==> src/rtl/spci_pkg.sv <==
package spci_pkg;

  // Decode flags that set the instruction length.
  typedef struct packed {
    logic has_regs;
    logic has_const;
  } len_flags_t;

  // Default geometry.
  localparam int unsigned PC_W_DEF    = 32;
  localparam int unsigned LO_W_DEF    = 3;
  localparam int unsigned BASE_N_DEF  = 1;
  localparam int unsigned REG_N_DEF   = 1;
  localparam int unsigned CONST_N_DEF = 4;

endpackage

==> src/rtl/spci_len_enc.sv <==
module spci_len_enc
  import spci_pkg::*;
#(
  parameter int unsigned LO_W    = LO_W_DEF,
  parameter int unsigned BASE_N  = BASE_N_DEF,
  parameter int unsigned REG_N   = REG_N_DEF,
  parameter int unsigned CONST_N = CONST_N_DEF
) (
  input  len_flags_t       flags,
  output logic [LO_W-1:0]  len
);

  localparam logic [LO_W-1:0] BASE_V  = LO_W'(BASE_N);
  localparam logic [LO_W-1:0] REG_V   = LO_W'(REG_N);
  localparam logic [LO_W-1:0] CONST_V = LO_W'(CONST_N);

  always_comb begin
    len = BASE_V;
    if (flags.has_regs)  len = len + REG_V;
    if (flags.has_const) len = len + CONST_V;
  end

endmodule

==> src/rtl/spci_low_add.sv <==
module spci_low_add #(
  parameter int unsigned LO_W = 3
) (
  input  logic [LO_W-1:0] lo_in,
  input  logic [LO_W-1:0] len,
  output logic [LO_W-1:0] lo_sum,
  output logic            carry_out
);

  logic [LO_W:0] c;

  assign c[0] = 1'b0;

  // Short ripple chain: only LO_W full-adder cells on the late path.
  for (genvar i = 0; i < LO_W; i++) begin : g_fa
    assign lo_sum[i] = lo_in[i] ^ len[i] ^ c[i];
    assign c[i+1]    = (lo_in[i] & len[i]) | (c[i] & (lo_in[i] ^ len[i]));
  end

  assign carry_out = c[LO_W];

endmodule

==> src/rtl/spci_hi_inc.sv <==
module spci_hi_inc #(
  parameter int unsigned HI_W = 29
) (
  input  logic [HI_W-1:0] hi_in,
  output logic [HI_W-1:0] hi_inc
);

  // ones_below[i] is high when all bits below i are ones.
  logic [HI_W:0] ones_below;

  assign ones_below[0] = 1'b1;

  for (genvar i = 0; i < HI_W; i++) begin : g_inc
    assign ones_below[i+1] = ones_below[i] & hi_in[i];
    assign hi_inc[i]       = hi_in[i] ^ ones_below[i];
  end

endmodule

==> src/rtl/split_pc_incr.sv <==
module split_pc_incr
  import spci_pkg::*;
#(
  parameter int unsigned PC_W    = PC_W_DEF,
  parameter int unsigned LO_W    = LO_W_DEF,
  parameter int unsigned BASE_N  = BASE_N_DEF,
  parameter int unsigned REG_N   = REG_N_DEF,
  parameter int unsigned CONST_N = CONST_N_DEF
) (
  input  logic [PC_W-1:0] sel_pc,
  input  logic            has_regs,
  input  logic            has_const,
  output logic [PC_W-1:0] next_pc
);

  localparam int unsigned HI_W = PC_W - LO_W;

  len_flags_t       flags;
  logic [LO_W-1:0]  len;
  logic [LO_W-1:0]  lo_sum;
  logic             lo_carry;
  logic [HI_W-1:0]  hi_keep;
  logic [HI_W-1:0]  hi_bump;
  logic [HI_W-1:0]  hi_sel;

  assign flags.has_regs  = has_regs;
  assign flags.has_const = has_const;
  assign hi_keep         = sel_pc[PC_W-1:LO_W];

  // Early path: speculative increment of the high field.
  spci_hi_inc #(.HI_W(HI_W)) u_hi_inc (
    .hi_in  (hi_keep),
    .hi_inc (hi_bump)
  );

  // Late path: length from flags, then the narrow adder.
  spci_len_enc #(
    .LO_W(LO_W), .BASE_N(BASE_N), .REG_N(REG_N), .CONST_N(CONST_N)
  ) u_len_enc (
    .flags (flags),
    .len   (len)
  );

  spci_low_add #(.LO_W(LO_W)) u_low_add (
    .lo_in     (sel_pc[LO_W-1:0]),
    .len       (len),
    .lo_sum    (lo_sum),
    .carry_out (lo_carry)
  );

  // Carry-select of the high field.
  assign hi_sel  = lo_carry ? hi_bump : hi_keep;
  assign next_pc = {hi_sel, lo_sum};

endmodule

==> config.mk <==
export PLATFORM = sky130hd
export DESIGN_NAME = split_pc_incr
export DESIGN_NICKNAME = d
export VERILOG_FILES = /design/src/rtl/spci_pkg.sv /design/src/rtl/spci_len_enc.sv /design/src/rtl/spci_low_add.sv /design/src/rtl/spci_hi_inc.sv /design/src/rtl/split_pc_incr.sv
export SDC_FILE = /design/constraint.sdc
export NUM_CORES = 1
export LEC_CHECK = 0
export BUFFER_PORTS_ARGS = -buffer_cell sky130_fd_sc_hd__buf_2
export CORE_ASPECT_RATIO = 1.5
export CORE_MARGIN = 8
export CORE_UTILIZATION = 37
export DETAILED_ROUTE_END_ITERATION = 6
export PLACE_DENSITY = 0.79
export SLEW_MARGIN = 20
export SYNTH_ARGS = -nofsm -noshare
export SYNTH_HDL_FRONTEND = slang
export SYNTH_SLANG_ARGS = --single-unit
==> constraint.sdc <==
create_clock -name vclk -period 7.05
set_clock_uncertainty 0.15 [all_clocks]
set_input_delay 1.0575 -clock vclk [all_inputs]
set_output_delay 1.0575 -clock vclk [all_outputs]
set_load 0.02 [all_outputs]
==> key figures <==
STA
  – Max-slew violations: 0
  – Final Cycle Share: 98.9%
  – FMAX: 143 MHz
  – Setup TNS: 0 ns
  – Final-report hold violation count: 0
  – Final min period: 6.97 ns
  – Worst Hold Slack: 2.26 ns
  – Setup ws final: 0.0780 ns
  – Measured slew at the worst slew-check pin: 0.805 ns
  – Final setup fails: 0
  – Max-slew headroom: a little under half
  – RSZ-0062 raised after global routing: yes

Setup path
  – Delay-heaviest family, CP: adder cells
  – Arr. time, crit path: between 5 and 6 ns
  – CP Buf/Inv Count: 2
  – Worst path max stage delay: 0.26 ns
  – Critical path depth: 30
  – Most frequent CP cell: ha_4
  – Crit path max fanout: 2
  – CP Launch Type: input pin
  – CP endpoint kind: primary output
  – Slowest CP cell: mux2_4
  – CP Data Required Time: around 5.8 ns
  – CP Class: in2out

Synth
  – Cell count after synthesis: 68
  – Warnings, synthesis: 0
  – Most instantiated library cell after synthesis: ha_1
  – Synth cell count leaders: 28 x ha_1, 17 x mux2_2, 10 x mux2_4
  – Synth top area cells: ha_1 44%, mux2_2 24%, mux2_4 19%
  – Syn nets: 132
  – Yosys top cell area share: 43.8%
  – Synthesized area: 800 um2
  – Count of different cell masters after synthesis: 10
  – Seq/Total Area, Yosys: 0%
  – Mean Syn Cell Area: roughly 12 um2
  – Post-synth top area cell: ha_1

Routing
  – Remaining antenna violation count: 0
  – Number of detailed-route iterations in the first pass: 3
  – Vias: 796
  – DRC viols: 0
  – DRT iter0 DRCs: 11
  – Avg WL per Cell: 16.2 um
  – Drt via density: 5.14
  – Routed WL: approximately 2500 um

Power
  – Switching Share: 53.9%
  – Pwr dens: between 70 and 80 nW/um2
  – Leakage power: 0.698 nW
  – Cell Int Power: slightly below 0.05 mW
  – Comb pwr share: 100.0%
  – Tot Pwr: 0.106 mW
  – Seq pwr share: 0%
  – Psw: between 0.05 and 0.06 mW
  – Clk pwr share: 0%
  – Peak supply drop: 43.5 uV

Layout
  – Clk_buf instances: 0
  – Synthesis-to-finish area growth: 88.7%
  – Post-layout nets: 199
  – Share of cells above drive strength 1: 91.7%
  – # fillers: 131
  – Number of flip-flops and latches: 0
  – Fin util: approximately three quarters
  – Antenna cells: 0
  – Final Non-Filler Cells: 155
  – Sequential cell area: 0 um2
  – Fin area: 1510 um2

Die
  – Core area: 2030 um2
  – Row cnt: 20
  – Die X-Extent: 54.0 um
  – Initial Utilization: between 30% and 40%
  – I/O Pins: 66
  – Die H: 72.9 um
  – Full die area: roughly 4000 um2

Global routing
  – Vias in the first global route: just under 900
  – Largest net degree at the start of global routing: 20
  – Global-route wire length before repair: 3840 um
  – GRT Util Overall: ~12%
  – Initial antenna violation count: 0
  – Congestion Overflow GR: 0

Hold path
  – Hold depth: 3
  – Hold Crit Class: in2out

Place
  – DP Worst Slack: -0.455 ns
  – Global placement routability congestion: 0.715
  – HPWL after DPL: ~2000 um
  – Port bufs: 66
  – Cell count after placement: between 150 and 200
  – Dpl cell area: 1190 um2

Status
  – Run status: complete, no violations

Flow run
  – Max cap viols: 0

Clock tree
  – Post-CTS Setup Bufs: 0
==> area by class of cell <==
cell class         count  area, um2  area share [%]
multi-input cells     60       1090            72.6
repair buffers        68        368            24.4
well taps             22       27.5            1.82
inverters              5       18.8            1.24
==> kinds of logic (layout without fill, tap and decap cells) <==
group | after synthesis | in the layout | share of synthesized area (%)
muxes | 27 | 27 | 42.7
buffers and inverters | 8 | 73 | 5.79
adders and majority gates | 30 | 30 | 48.8
and+or+nand+nor | 1 | 1 | 0.469
xor gates and xnor gates | 2 | 2 | 2.19
==> cells in the final DEF, fill, tap and decap left out <==
cell and count:
buf_2 63, buf_4 2, buf_6 2, buf_8 1, fa_1 2, ha_1 1, ha_4 27, inv_1 5
mux2_2 16, mux2_4 11, nand2_1 1, xnor2_1 1, xor2_1 1
==> worst min-delay path: cells and delay by family <==
| family | cells | cell delay [ns] |
|---|---|---|
| buffers and inverters | 2 | 0.23 |
| XOR/XNOR | 1 | 0.06 |
==> layer usage <==
metal	GRT usage (%)	part of all wire, %	vias up
met4	1.97	1.8	0
met3	1.63	7.1	4
li1	-	-	385
met2	24.2	56	40
met5	0	0	-
met1	12.2	35	367
==> power groups by stage <==
stage | Sequential (mW) | Combinational [mW] | Clock [mW]
6_report | 0 | 0.106 | 0
5_1_grt | 0 | 0.115 | 0
2_1_floorplan | 0 | 0.0647 | 0
3_5_place_dp | 0 | 0.0974 | 0
4_1_cts | 0 | 0.106 | 0
3_3_place_gp | 0 | 0.0945 | 0
==> timing repair <==
action,CTS,global route
hold buffers,0,0
pin swaps,1,0
setup endpoints to repair,4,1
resized for setup,38,5
==> final timing paths <==
path  slack [ns]  startpoint     endpoint
max         0.08   sel_pc[3]  next_pc[30]
min         2.26  sel_pc[31]  next_pc[31]
(Power assumes the default switching activity.)
